`src/rtl/mdio_pkg.sv`:
```
package mdio_pkg;
  typedef struct packed {
    logic [1:0]  rsvd;
    logic        busy;
    logic        fail;
    logic        rd;
    logic        wr;
    logic [4:0]  phy;
    logic [4:0]  regad;
    logic [15:0] data;
  } cmd_word_t;

  localparam logic [1:0] ST_CODE  = 2'b01;
  localparam logic [1:0] OP_READ  = 2'b10;
  localparam logic [1:0] OP_WRITE = 2'b01;
  localparam logic [1:0] TA_WRITE = 2'b10;
  localparam logic [1:0] TA_READ  = 2'b11;
endpackage

```
`src/rtl/mdio_clk_div.sv`:
```
module mdio_clk_div #(
  parameter int DIV_W = 8
) (
  input  logic             clk,
  input  logic             rst,
  input  logic             en,
  input  logic [DIV_W-1:0] div,
  output logic             mdc,
  output logic             rise_tick,
  output logic             fall_tick
);
  logic [DIV_W-1:0] cnt;
  logic [DIV_W-1:0] half_m1;
  logic             tick;

  always_comb begin
    half_m1 = (div == '0) ? '0 : div - 1'b1;
    tick    = en && (cnt >= half_m1);
  end

  assign rise_tick = tick && !mdc;
  assign fall_tick = tick && mdc;

  always_ff @(posedge clk) begin
    if (rst || !en) begin
      cnt <= '0;
      mdc <= 1'b0;
    end else if (tick) begin
      cnt <= '0;
      mdc <= ~mdc;
    end else begin
      cnt <= cnt + 1'b1;
    end
  end
endmodule

```
`src/rtl/mdio_frame_engine.sv`:
```
module mdio_frame_engine
  import mdio_pkg::*;
#(
  parameter int PREAMBLE_LEN = 32
) (
  input  logic        clk,
  input  logic        rst,
  input  logic        start,
  input  logic        op_rd,
  input  logic [4:0]  phy,
  input  logic [4:0]  regad,
  input  logic [15:0] wdata,
  input  logic        rise_tick,
  input  logic        fall_tick,
  input  logic        mdio_i,
  output logic        mdio_o,
  output logic        mdio_oe,
  output logic        done,
  output logic [15:0] rdata,
  output logic        ta_fail
);
  localparam int FRAME_LEN = PREAMBLE_LEN + 32;
  localparam int IDX_W     = $clog2(FRAME_LEN);
  localparam logic [IDX_W-1:0] TA1_PRE  = IDX_W'(PREAMBLE_LEN + 13);
  localparam logic [IDX_W-1:0] TA1_IDX  = IDX_W'(PREAMBLE_LEN + 14);
  localparam logic [IDX_W-1:0] TA2_IDX  = IDX_W'(PREAMBLE_LEN + 15);
  localparam logic [IDX_W-1:0] DATA_IDX = IDX_W'(PREAMBLE_LEN + 16);
  localparam logic [IDX_W-1:0] LAST_IDX = IDX_W'(FRAME_LEN - 1);

  logic [FRAME_LEN-1:0] sh;
  logic [IDX_W-1:0]     idx;
  logic                 active;
  logic                 rd_q;
  logic                 oe_q;
  logic [15:0]          cap;
  logic                 ta_bad;
  logic [FRAME_LEN-1:0] frame;

  always_comb begin
    frame = {{PREAMBLE_LEN{1'b1}}, ST_CODE, (op_rd ? OP_READ : OP_WRITE),
             phy, regad, (op_rd ? TA_READ : TA_WRITE),
             (op_rd ? 16'hFFFF : wdata)};
  end

  always_ff @(posedge clk) begin
    if (rst) begin
      sh     <= '1;
      idx    <= '0;
      active <= 1'b0;
      rd_q   <= 1'b0;
      oe_q   <= 1'b0;
      cap    <= '0;
      ta_bad <= 1'b0;
    end else if (start) begin
      sh     <= frame;
      idx    <= '0;
      active <= 1'b1;
      rd_q   <= op_rd;
      oe_q   <= 1'b1;
      cap    <= '0;
      ta_bad <= 1'b0;
    end else if (active) begin
      if (fall_tick) begin
        sh <= {sh[FRAME_LEN-2:0], 1'b1};
        if (idx == LAST_IDX) begin
          active <= 1'b0;
          oe_q   <= 1'b0;
        end else begin
          idx <= idx + 1'b1;
        end
        if (rd_q && idx == TA1_PRE) oe_q <= 1'b0;
      end
      if (rise_tick && rd_q) begin
        if (idx == TA2_IDX) ta_bad <= mdio_i;
        if (idx >= DATA_IDX) cap <= {cap[14:0], mdio_i};
      end
    end
  end

  assign mdio_o  = sh[FRAME_LEN-1];
  assign mdio_oe = oe_q;
  assign done    = active && fall_tick && (idx == LAST_IDX);
  assign rdata   = cap;
  assign ta_fail = ta_bad;


  rd_release_chk: assert property (@(posedge clk) disable iff (rst)
    (active && rd_q && idx >= TA1_IDX) |-> !oe_q);


  wr_drive_chk: assert property (@(posedge clk) disable iff (rst)
    (active && !rd_q) |-> oe_q);
endmodule

```
`src/rtl/mdio_cmd_engine.sv`:
```
module mdio_cmd_engine
  import mdio_pkg::*;
#(
  parameter int DIV_W        = 8,
  parameter int PREAMBLE_LEN = 32
) (
  input  logic             clk,
  input  logic             rst,
  input  logic             cmd_we,
  input  logic [31:0]      cmd_wdata,
  input  logic [DIV_W-1:0] mdc_div,
  output logic [31:0]      cmd_rdata,
  output logic             mdc,
  output logic             mdio_o,
  output logic             mdio_oe,
  input  logic             mdio_i
);
  cmd_word_t   word_q;
  cmd_word_t   wr_w;
  logic        accept;
  logic        go;
  logic        rise_tick;
  logic        fall_tick;
  logic        done;
  logic [15:0] rdata;
  logic        ta_fail;

  always_comb begin
    wr_w   = cmd_word_t'(cmd_wdata);
    accept = cmd_we && !word_q.busy;
    go     = accept && wr_w.busy && (wr_w.rd || wr_w.wr);
  end

  always_ff @(posedge clk) begin
    if (rst) begin
      word_q <= '0;
    end else if (accept) begin
      word_q      <= wr_w;
      word_q.rsvd <= '0;
      word_q.fail <= 1'b0;
      word_q.busy <= go;
    end else if (done) begin
      word_q.busy <= 1'b0;
      if (word_q.rd) begin
        word_q.fail <= ta_fail;
        word_q.data <= rdata;
      end
    end
  end

  assign cmd_rdata = word_q;

  mdio_clk_div #(.DIV_W(DIV_W)) u_div (
    .clk       (clk),
    .rst       (rst),
    .en        (word_q.busy),
    .div       (mdc_div),
    .mdc       (mdc),
    .rise_tick (rise_tick),
    .fall_tick (fall_tick)
  );

  mdio_frame_engine #(.PREAMBLE_LEN(PREAMBLE_LEN)) u_frame (
    .clk       (clk),
    .rst       (rst),
    .start     (go),
    .op_rd     (wr_w.rd),
    .phy       (wr_w.phy),
    .regad     (wr_w.regad),
    .wdata     (wr_w.data),
    .rise_tick (rise_tick),
    .fall_tick (fall_tick),
    .mdio_i    (mdio_i),
    .mdio_o    (mdio_o),
    .mdio_oe   (mdio_oe),
    .done      (done),
    .rdata     (rdata),
    .ta_fail   (ta_fail)
  );


  busy_hold_chk: assert property (@(posedge clk) disable iff (rst)
    word_q.busy |=> ($stable(word_q.phy) && $stable(word_q.regad)));


  idle_line_chk: assert property (@(posedge clk) disable iff (rst)
    !word_q.busy |-> (!mdc && !mdio_oe));


  mdio_settled_chk: assert property (@(posedge clk) disable iff (rst)
    (mdc && $past(mdc)) |-> $stable(mdio_o));


  fail_scope_chk: assert property (@(posedge clk) disable iff (rst)
    word_q.fail |-> (word_q.rd && !word_q.busy));
endmodule

```
`config.mk`:
```
export PLATFORM = sky130hd
export DESIGN_NAME = mdio_cmd_engine
export DESIGN_NICKNAME = d
export VERILOG_FILES = /design/src/rtl/mdio_pkg.sv /design/src/rtl/mdio_clk_div.sv /design/src/rtl/mdio_frame_engine.sv /design/src/rtl/mdio_cmd_engine.sv
export SDC_FILE = /design/constraint.sdc
export NUM_CORES = 1
export LEC_CHECK = 0
export BUFFER_PORTS_ARGS = -buffer_cell sky130_fd_sc_hd__buf_2
export CAP_MARGIN = 40
export CORE_UTILIZATION = 55
export CTS_BUF_LIST = sky130_fd_sc_hd__clkbuf_8
export DETAILED_ROUTE_END_ITERATION = 16
export GPL_TIMING_DRIVEN = 0
export PLACE_DENSITY = 0.76
export REMOVE_ABC_BUFFERS = 1
export SYNTH_ARGS = -nofsm -noshare
export SYNTH_HDL_FRONTEND = slang
export SYNTH_SLANG_ARGS = --single-unit
```
`constraint.sdc`:
```
create_clock -name clk -period 12.15 [get_ports clk]
set_input_delay 3.0375 -clock clk [delete_from_list [all_inputs] [get_ports clk]]
set_output_delay 3.0375 -clock clk [all_outputs]
set_load 0.02 [all_outputs]
```
==> qor.yml, run 1 <==
status:
  run_status: "finished clean"
grt:
  gr-total-overflow: 0
  antenna_found_initial: 0
  grt_pass1_vias: 5198
  grt_pass1_wl_um: 25000
  grt_util_all_layers: 0.272
  grt_max_degree: 71
sta:
  max-slew-margin-rel: 0.390
  timing_hold_violations_final: 0
  tns_ns: 0
  post-route-min-period_ns: 6.56
  drv_slew: 0
  tightest_slew_ns: 0.916
  hold_ws_ns: 0.451
  fmax_mhz: 153
  fin_crit_sh: 0.540
  clock_skew_ns: 0.00864
  setup_violations: 0
  rsz0062_at_grt: "false"
routing:
  route.detailed.drc: 0
  first_pass_iters: 5
  postRouteAntennaNets: 0
  post_drt_via_cell_ratio: 6.36
  drt-total-wl_um: 15200
  wl_per_cell_um: 16.9
  vias: 5711
  drt_iter0_drc: 371
yosys:
  yosysWarnings: 0
  synth.largest_area_cell: "dfxtp_1"
  avgSynthCellArea_um2: 8.55
  syn_inst: 720
  synthFlopType: "dfxtp_1"
  synth_area_mm2: 0.00616
  ys_seq_area_frac: 0.419
  synthArstFlopShare: 0
  synthDistinctLibCells: 57
  ys_ff_latch: 129
  yosys-top-cells-area: "dfxtp_1, nand3_1, o21ai_0"
  yosysTopAreaCellShare: 0.419
  synth_edf_count: 0
cells_and_area:
  layout-drive-gt1-share: 0.178
  area_growth_pct: 12.8
  nNetsFinal: 802
  diodes: 0
  n_fill_cell: 931
  regArea_mm2: 0.00258
  multi_input_area_mm2: 0.00318
critical_path:
  worst-setup-path-type: "input port to flip-flop"
  ff2ff_setup_slack_ns: 9.19
  crit_fanout: 24
  critPathArrivalTime_ns: 6.89
  start_kind: "input port"
  endpoint_kind: "flip-flop"
  worstPathRequired_ns: 12.48
cts:
  cts.clk_slew.worst_paths_ns: 0.06
  cts_buffer_depth: 2
  cts_hold_buf: 0
  clock-sinks: 129
  cts_tree: "done"
  clock_latency_ns: 0.45
  cts_resized: 0
  numCtsBuffers: 17
  htree_num_levels: 4
  cts_setup_buffers: 0
  root_buffer: "clkbuf_8"
placed_design:
  dp_hpwl_um: 10200
  globalplace.congestion: 0.835
  io_buffers: 73
die:
  die_w_um: 108
  coreArea_mm2: 0.0109
  row_count: 38
  die_h_um: 108
  top_level_ports: 79
  die_area_mm2: 0.0116
  floorplan.initialDensity: 0.566
pwr:
  leakage_uw: 0.00251
  p_per_area_mw_per_mm2: 131
  vdd_drop_max_mv: 0.0715
hold_path:
  hold_path_class: "flip-flop to flip-flop"
job:
  maxCapViolations: 0
## cell usage after synthesis, types with 3 or more instances
cell type	number
a2111oi_2	12
a211oi_1	18
a21oi_1	36
a221o_1	10
a31oi_1	17
and2_1	5
and3_1	5
buf_1	13
buf_2	17
buf_4	8
buf_6	5
clkbuf_1	33
dfxtp_1	129
ha_1	12
inv_1	12
mux2i_1	16
nand2_1	67
nand2b_1	4
nand3_1	76
nand4_1	21
nor2_1	18
nor3_1	8
nor4_1	33
o211ai_1	4
o21ai_0	55
o21ai_1	3
o31ai_1	19
or3_1	19
xnor2_1	5
xor2_1	6
## state kept, by name, summed over array words and instances, names as in the netlist
name / count
u_frame.sh: 64
cmd_rdata: 30
u_frame.rdata: 16
u_div.cnt: 8
u_frame.idx: 6
u_div.mdc: 1
u_frame.active: 1
u_frame.mdio_oe: 1
u_frame.rd_q: 1
u_frame.ta_fail: 1
## path summary, 6_finish.rpt
check                                       to           from  cells after the start
worst min-delay path             cmd_rdata[21]  cmd_rdata[21]                      2
worst max-delay path            u_frame.sh[27]     mdc_div[3]                     12
worst min register to register   cmd_rdata[21]  cmd_rdata[21]                      2
worst max register to register    cmd_rdata[7]  cmd_rdata[29]                      5
## kinds of logic after synthesis
kind of cell	count (synthesis)	share of synthesized area
fa+ha+maj	12	0.0244
buf+inv	90	0.0699
flops	129	0.419
mux	17	0.0278
simple gates	270	0.227
xor+xnor	11	0.0156
other cells	1	0.000609
compound gates	190	0.215
## worst max-delay path, cell delays in order
cell	delay [ns]
buf_2	0.12
or3_1	0.38
or3_1	0.33
or3b_1	0.46
and2_1	0.20
ha_1	0.28
nand2b_1	0.14
a2111o_1	0.50
a31oi_4	0.54
buf_16	0.24
nor2_1	0.21
a221o_1	0.45
## layout make-up
cell class / count / area share
Clock inverter: 10 / 0.0171
Multi-Input combinational cell: 502 / 0.458
Timing Repair Buffer: 83 / 0.0789
Clock buffer: 21 / 0.0416
Inverter: 13 / 0.00703
Sequential cell: 129 / 0.372
Tap cell: 140 / 0.0252
## layout by cell type, fill, tap and decap left out, types with 12 or more instances in the layout
cell       count
a2111oi_2     12
a211oi_1      18
a21oi_1       36
a31oi_1       17
buf_2         73
clkbuf_8      21
dfxtp_1      129
ha_1          12
inv_1         17
mux2i_1       16
nand2_1       67
nand3_1       75
nand4_1       21
nor2_1        17
nor4_1        33
o21ai_0       55
o31ai_1       19
or3_1         19
## power breakdown
group          switching (uW)  leakage (uW)  internal, uW
clock network             156      0.000228           219
logic                    55.6       0.00124          34.4
registers                8.49       0.00105           434
## routing by layer
metal / GRT usage / up-vias / share of wire
met5: 0 / - / 0
met4: 0.105 / 0 / 0.024
met3: 0.0660 / 30 / 0.054
met2: 0.453 / 211 / 0.49
met1: 0.338 / 2731 / 0.43
li1: - / 2739 / -
## per-stage QoR
step / setup slack (ns) / area (um^2) / power, uW / std cells / util
final: 5.59 / 6950 / 908 / 898 / 0.638
after global placement: 3.42 / 6320 / 533 / 857 / 0.580
after CTS: 5.63 / 6950 / 914 / 898 / 0.638
after global routing: 5.41 / 6950 / 943 / 898 / 0.638
after detailed placement: 5.18 / 6540 / 541 / 867 / 0.600
after floorplan: 4.66 / 5780 / 503 / 644 / -
Power figures use the tool's default switching activity.
==> run 2: changes to the inputs <==
--- a/config.mk
+++ b/config.mk
@@ -5,13 +5,14 @@
 export SDC_FILE = /design/constraint.sdc
 export NUM_CORES = 1
 export LEC_CHECK = 0
+export ABC_AREA = 1
 export BUFFER_PORTS_ARGS = -buffer_cell sky130_fd_sc_hd__buf_2
 export CAP_MARGIN = 40
 export CORE_UTILIZATION = 55
 export CTS_BUF_LIST = sky130_fd_sc_hd__clkbuf_8
 export DETAILED_ROUTE_END_ITERATION = 16
 export GPL_TIMING_DRIVEN = 0
-export PLACE_DENSITY = 0.76
+export PLACE_DENSITY = 0.77
 export REMOVE_ABC_BUFFERS = 1
 export SYNTH_ARGS = -nofsm -noshare
 export SYNTH_HDL_FRONTEND = slang
==> constraint.sdc (replaced) <==
create_clock -name clk -period 6.5 [get_ports clk]
set_input_delay 1.625 -clock clk [delete_from_list [all_inputs] [get_ports clk]]
set_output_delay 1.625 -clock clk [all_outputs]
set_load 0.02 [all_outputs]
==> run 2 against run 1 <==
Compared with the run above: combinational power is 64% higher; area after synthesis is 9.1% lower; count of clock-buffer cells in the layout is 3 lower; utilization is 1.6 points higher; clock power is 98% higher; final area is 7.5% lower; clock skew is 0.0021 ns higher; synthesized cell count is 3.8% higher; hold slack better by 0.0058 ns; largest power group unchanged; highest routed layer unchanged.
==> qor.yml, run 2 <==
yosys:
  yosysWarnings: 0  # unchanged
  synth_xor_area_frac: 0.00626  # was 0.0156
  synth_top_family_by_area: "simple AND/OR/NAND/NOR gates"  # unchanged
  synth_fa_ha_area_frac: 0.0268  # was 0.0244
  syn_inst: 747  # was 720
  ys_seq_area_frac: 0.461  # was 0.419
  synth.largest_area_cell: "dfxtp_1"  # unchanged
  synth_area_mm2: 0.00560  # was 0.00616 mm^2
  synthDistinctLibCells: 39  # was 57
  avgSynthCellArea_um2: 7.50  # was 8.55 um^2
  yosys-top-cells-area: "dfxtp_1, nand2_1, nand3_1"  # was dfxtp_1, nand3_1, o21ai_0
  synthMuxAreaShare: 0  # was 0.0278
  synth_edf_count: 0  # unchanged
  synth_common_cells: "nand2_1, dfxtp_1, nand3_1, nor2_1, a21oi_1"  # was dfxtp_1, nand3_1, nand2_1, o21ai_0, a21oi_1
  yosysTopAreaCellShare: 0.461  # was 0.419
  synth_compound_area_frac: 0.119  # was 0.215
  ys_ff_latch: 129  # unchanged
  synthFlopType: "dfxtp_1"  # unchanged
  yosysMostFrequentCell: "nand2_1"  # was dfxtp_1
  yosys.area_share.simple: 0.318  # was 0.227
  synthArstFlopShare: 0  # unchanged
sta:
  timing_hold_violations_final: 0  # unchanged
  fin_crit_sh: 0.806
  fmax_mhz: 191
  clock_skew_ns: 0.0107  # was 0.00864 ns
  post-route-min-period_ns: 5.24
  max-slew-margin-rel: 0.431  # was 0.390
  tightest_slew_ns: 0.853  # was 0.916 ns
  drv_slew: 0  # unchanged
  rsz0062_at_grt: "false"  # unchanged
  setup_violations: 0  # unchanged
  hold_ws_ns: 0.457  # was 0.451 ns
  tns_ns: 0  # unchanged
grt:
  grt_max_degree: 51  # was 71
  grt_util_all_layers: 0.247  # was 0.272
  grt_pass1_wl_um: 20600  # was 25000 um
  antenna_found_initial: 0  # unchanged
  grt_pass1_vias: 4594  # was 5198
  gr-total-overflow: 0  # unchanged
critical_path:
  regToRegStartpoint: "u_div.cnt[0]"  # was cmd_rdata[29]
  endpoint_kind: "flip-flop"  # unchanged
  crit_fanout: 50  # was 24
  critPathArrivalTime_ns: 5.55  # was 6.89 ns
  worstPathRequired_ns: 6.81  # was 12.48 ns
  slowest_delay_ns: 0.85  # was 0.54 ns
  worst-setup-path-type: "input port to flip-flop"  # unchanged
  critPathLaunch: "mdc_div[0]"  # was mdc_div[3]
  cpMostUsedCell: "nand2_1"  # was or3_1
  crit_chain: "buf_2 -> inv_1 -> ha_1 -> nand2_1 -> nor3_1 -> inv_1 -> nor3_1 -> inv_1 -> nand2_1 -> ha_1 -> nand2_1 -> nor2_1 -> nor2_1 -> nand2_1 -> nand2_2 -> nand2_2 -> nand4_4 -> inv_2 -> nor2_2 -> buf_8 -> nand2_1 -> nand3_1"  # was buf_2 -> or3_1 -> or3_1 -> or3b_1 -> and2_1 -> ha_1 -> nand2b_1 -> a2111o_1 -> a31oi_4 -> buf_16 -> nor2_1 -> a221o_1
  start_kind: "input port"  # unchanged
  crit_path_top_delay_cell: "inv_2"  # was a31oi_4
routing:
  post_drt_via_cell_ratio: 5.40  # was 6.36
  wl_per_cell_um: 12.8  # was 16.9 um
  first_pass_iters: 4  # was 5
  postRouteAntennaNets: 0  # unchanged
  drt_iter0_drc: 267  # was 371
  drt-total-wl_um: 12100  # was 15200 um
  route.detailed.drc: 0  # unchanged
  vias: 5103  # was 5711
cts:
  cts_tree: "done"  # unchanged
  cts_resized: 0  # unchanged
  numCtsBuffers: 17  # unchanged
  cts.clk_slew.worst_paths_ns: 0.07  # was 0.06 ns
  cts_buffer_depth: 2  # unchanged
  clock_latency_ns: 0.43  # was 0.45 ns
  cts_hold_buf: 0  # unchanged
  clock-sinks: 129  # unchanged
  cts_setup_buffers: 0  # unchanged
  htree_num_levels: 4  # unchanged
  root_buffer: "clkbuf_8"  # unchanged
pwr:
  p_per_area_mw_per_mm2: 268  # was 131 mW/mm^2
  netSwitchingFraction: 0.249  # was 0.242
  pwr-share-comb: 0.086  # was 0.099
  pwr-share-clk: 0.432  # was 0.413
  vdd_drop_max_mv: 0.140  # was 0.0715 mV
  cell_internal_pwr_uw: 1290  # was 688 uW
  seqPwrFrac: 0.483  # was 0.488
  leakage_uw: 0.00293  # was 0.00251 uW
  switching_power_uw: 428  # was 220 uW
cells_and_area:
  area_growth_pct: 14.7  # was 12.8%
  regMostFlops: "u_frame.sh"  # unchanged
  nNetsFinal: 855  # was 802
  layout-drive-gt1-share: 0.161  # was 0.178
  layout_common_cells: "nand2_1, dfxtp_1, nand3_1"  # was dfxtp_1, nand3_1, buf_2
  mostFrequentLayoutCell: "nand2_1"  # was dfxtp_1
  fin_area_mm2: 0.00642  # was 0.00695 mm^2
  n_fill_cell: 863  # was 931
  largest_reg_flops: 64  # unchanged
  diodes: 0  # unchanged
die:
  die_area_mm2: 0.0106  # was 0.0116 mm^2
  row_count: 36  # was 38
  coreArea_mm2: 0.00982  # was 0.0109 mm^2
  die_h_um: 103  # was 108 um
  die_w_um: 103  # was 108 um
  floorplan.initialDensity: 0.570  # was 0.566
  top_level_ports: 79  # unchanged
job:
  maxCapViolations: 0  # unchanged
hold_path:
  hold_path_class: "flip-flop to flip-flop"  # unchanged
  min_from: "u_frame.sh[55]"  # was cmd_rdata[21]
placed_design:
  globalplace.congestion: 0.817  # was 0.835
  io_buffers: 73  # unchanged
  dp_hpwl_um: 8020  # was 10200 um
  placed_cell_area_mm2: 0.00598  # was 0.00654 mm^2
status:
  run_status: "finished clean"  # unchanged
## run 2: worst max-delay path, delay by kind of cell
kind | cells | cell delay [ns]
simple gates | 14 | 2.04
fa+ha+maj | 2 | 0.33
buf+inv | 6 | 1.52
## run 2: cell families after synthesis
group	Yosys count
and+or+nand+nor	397
other	1
buffers and inverters	86
AOI/OAI and AO/OA	118
DFF	129
adders and majority gates	12
xor gates and xnor gates	4
## run 2: power groups by stage
| stage | clock network [uW] | registers, uW | logic [uW] |
|---|---|---|---|
| after floorplan | 0 | 857 | 78.8 |
| after global placement | 0 | 847 | 139 |
| after detailed placement | 0 | 848 | 147 |
| after CTS | 752 | 830 | 148 |
| after global routing | 789 | 833 | 166 |
| final | 742 | 830 | 147 |
## run 2: stage by stage
| step | setup slack, ns | utilization | power, uW | instances |
|---|---|---|---|---|
| global placement | 0.0951 | 0.602 | 986 | 909 |
| floorplan | 1.36 | - | 936 | 703 |
| finish | 1.26 | 0.654 | 1720 | 945 |
| detailed placement | 0.798 | 0.609 | 995 | 913 |
| global route | 0.787 | 0.654 | 1790 | 945 |
| CTS | 1.25 | 0.654 | 1730 | 945 |
## run 2: area by class of cell
class	count	area [um^2]	share of cell area
clock buffer	18	248	0.0386
multi-input combinational	533	2650	0.412
clock inverter	14	189	0.0294
sequential	129	2580	0.402
inverter	41	154	0.0240
timing repair buffer	77	435	0.0678
tap	133	166	0.0259
## run 2: layer usage
layer	wire length, um	up-vias	part of all wire	global-route usage
li1	-	2597	-	-
met1	5530	2351	0.46	0.315
met2	5760	137	0.48	0.419
met3	646	18	0.053	0.0508
met4	148	0	0.012	0.0823
met5	0	-	0	0
## run 2: path summary, 6_finish.rpt
| path | slack (ns) | cells after the start | to |
|---|---|---|---|
| worst max-delay path | 1.26 | 22 | u_frame.sh[8] |
| worst min-delay path | 0.46 | 2 | u_frame.sh[56] |
| worst max register to register | 3.27 | 14 | u_frame.sh[8] |
| worst min register to register | 0.46 | 2 | u_frame.sh[56] |
==> run 3: changes to the inputs <==
--- a/config.mk
+++ b/config.mk
@@ -5,14 +5,14 @@
 export SDC_FILE = /design/constraint.sdc
 export NUM_CORES = 1
 export LEC_CHECK = 0
-export ABC_AREA = 1
+export ABC_AREA = 0
 export BUFFER_PORTS_ARGS = -buffer_cell sky130_fd_sc_hd__buf_2
 export CAP_MARGIN = 40
-export CORE_UTILIZATION = 55
+export CORE_UTILIZATION = 54
 export CTS_BUF_LIST = sky130_fd_sc_hd__clkbuf_8
 export DETAILED_ROUTE_END_ITERATION = 16
 export GPL_TIMING_DRIVEN = 0
-export PLACE_DENSITY = 0.77
+export PLACE_DENSITY = 0.78
 export REMOVE_ABC_BUFFERS = 1
 export SYNTH_ARGS = -nofsm -noshare
 export SYNTH_HDL_FRONTEND = slang
==> constraint.sdc (replaced) <==
create_clock -name clk -period 4.4 [get_ports clk]
set_input_delay 1.1 -clock clk [delete_from_list [all_inputs] [get_ports clk]]
set_output_delay 1.1 -clock clk [all_outputs]
set_load 0.02 [all_outputs]
==> run 3 against run 2 <==
Compared with the run above: power is 54% higher; via count rose by 13%; combinational power up 72%; sequential share of layout area shrank 3.6 points; cell count decreased by 4.3%; register-to-register slack got worse by 1.8 ns; largest cell class unchanged.
==> qor.yml, run 3 (same netlist as run 1, synthesis figures left out) <==
placed_design:
  placed_cell_area_mm2: 0.00654  # was 0.00598 mm^2
  place_ws_ns: -0.624  # was 0.798 ns
  globalplace.congestion: 0.850  # was 0.817
  io_buffers: 73  # unchanged
  dp_hpwl_um: 10200  # was 8020 um
cells_and_area:
  n_fill_cell: 867  # was 863
  nNetsFinal: 806  # was 855
  largest_reg_flops: 64  # unchanged
  mostFrequentLayoutCell: "dfxtp_1"  # was nand2_1
  fin_area_mm2: 0.00705  # was 0.00642 mm^2
  fin_util: 0.642  # was 0.654
  area_growth_pct: 14.5  # was 14.7%
  layout_common_cells: "dfxtp_1, nand3_1, buf_2"  # was nand2_1, dfxtp_1, nand3_1
  regMostFlops: "u_frame.sh"  # unchanged
  layout-drive-gt1-share: 0.193  # was 0.161
grt:
  grt_pass1_wl_um: 25400  # was 20600 um
  grt_pass1_vias: 5218  # was 4594
  antenna_found_initial: 0  # unchanged
  grt_max_degree: 71  # was 51
  grt_util_all_layers: 0.271  # was 0.247
  gr-total-overflow: 0  # unchanged
sta:
  setup_violations: 0  # unchanged
  fin_crit_sh: 0.972
  tns_ns: 0  # unchanged
  tightest_slew_ns: 0.914  # was 0.853 ns
  fmax_mhz: 234
  rsz0062_at_grt: "false"  # unchanged
  max-slew-margin-rel: 0.390  # was 0.431
  clock_skew_ns: 0.0102  # was 0.0107 ns
  drv_slew: 0  # unchanged
  setup_slack_ns: 0.122  # was 1.26 ns
  timing_hold_violations_final: 0  # unchanged
  post-route-min-period_ns: 4.28
critical_path:
  regToRegStartpoint: "cmd_rdata[29]"  # was u_div.cnt[0]
  crit_fanout: 29  # was 50
  endpoint_kind: "flip-flop"  # unchanged
  critPathArrivalTime_ns: 4.63  # was 5.55 ns
  critPathLaunch: "mdc_div[3]"  # was mdc_div[0]
  worst-setup-path-type: "input port to flip-flop"  # unchanged
  worstPathRequired_ns: 4.76  # was 6.81 ns
  start_kind: "input port"  # unchanged
cts:
  htree_num_levels: 4  # unchanged
  root_buffer: "clkbuf_8"  # unchanged
  cts.clk_slew.worst_paths_ns: 0.08  # was 0.07 ns
  clock-sinks: 129  # unchanged
  cts_buffer_depth: 2  # unchanged
  clock_latency_ns: 0.44  # was 0.43 ns
  numCtsBuffers: 17  # unchanged
  cts_tree: "done"  # unchanged
die:
  die_h_um: 109  # was 103 um
  floorplan.initialDensity: 0.561  # was 0.570
  row_count: 38  # was 36
  die_area_mm2: 0.0118  # was 0.0106 mm^2
  top_level_ports: 79  # unchanged
  die_w_um: 109  # was 103 um
  coreArea_mm2: 0.0110  # was 0.00982 mm^2
routing:
  postRouteAntennaNets: 0  # unchanged
  wl_per_cell_um: 17.4  # was 12.8 um
  vias: 5765  # was 5103
  post_drt_via_cell_ratio: 6.38  # was 5.40
  first_pass_iters: 5  # was 4
  route.detailed.drc: 0  # unchanged
  drt_iter0_drc: 502  # was 267
  drt-total-wl_um: 15700  # was 12100 um
hold_path:
  hold_path_class: "flip-flop to flip-flop"  # unchanged
  min_from: "cmd_rdata[20]"  # was u_frame.sh[55]
pwr:
  leakage_uw: 0.00253  # was 0.00293 uW
  vdd_drop_max_mv: 0.250  # was 0.140 mV
  p_per_area_mw_per_mm2: 376  # was 268 mW/mm^2
status:
  run_status: "finished clean"  # unchanged
job:
  maxCapViolations: 0  # unchanged
-- run 3: timing repair --
action | CTS | global route
hold buffers | 0 | 0
setup endpoints to repair | 16 | 16
hold endpoints to repair | 0 | 0
pin swaps | 1 | 0
buffers inserted | 1 | 0
cloned | 0 | 1
gates resized for setup | 1 | 3
-- run 3: where the power goes --
part	switching [uW]	leakage, uW	internal [uW]
logic	157	0.00125	95.7
clock network	473	0.000228	705
registers	23.7	0.00105	1200
-- run 3: final timing paths --
check	to	slack (ns)	depth (start not counted)
max	u_frame.idx[1]	0.12	13
min	cmd_rdata[20]	0.45	2
max reg2reg	cmd_rdata[9]	1.52	5
min reg2reg	cmd_rdata[20]	0.45	2
-- run 3: final cells by class --
class                           count  area [um^2]  share of cell area
Antenna cell                        1         2.50            0.000355
Clock buffer                       19          262              0.0371
Clock inverter                     13          209              0.0296
Inverter                           13         48.8             0.00692
Multi-Input combinational cell    503         3210               0.455
Sequential cell                   129         2580               0.366
Tap cell                          140          175              0.0248
Timing Repair Buffer               86          567              0.0804
-- run 3: critical path: stages --
cell and delay [ns]:
buf_2 0.12, or3_1 0.38, or3_1 0.32, or3b_1 0.46, and2_1 0.19, ha_1 0.26
nand2b_1 0.14, a2111o_1 0.55, a31oi_4 0.30, buf_4 0.28, buf_16 0.19, nor3_1 0.08
a211oi_1 0.26
-- run 3: stage by stage --
stage	instances	power, uW	hold slack, ns
finish	904	2650	0.454
global route	903	2740	0.476
CTS	902	2660	0.456
detailed placement	869	1490	0.446
global placement	857	1470	0.438
floorplan	644	1390	0.430
-- run 3: layer usage --
layer | global-route usage | wire length, um | vias up
met2 | 0.455 | 7740 | 254
met3 | 0.0717 | 1070 | 39
met4 | 0.105 | 450 | 0
met5 | 0 | 0 | -
li1 | - | - | 2750
met1 | 0.331 | 6450 | 2722
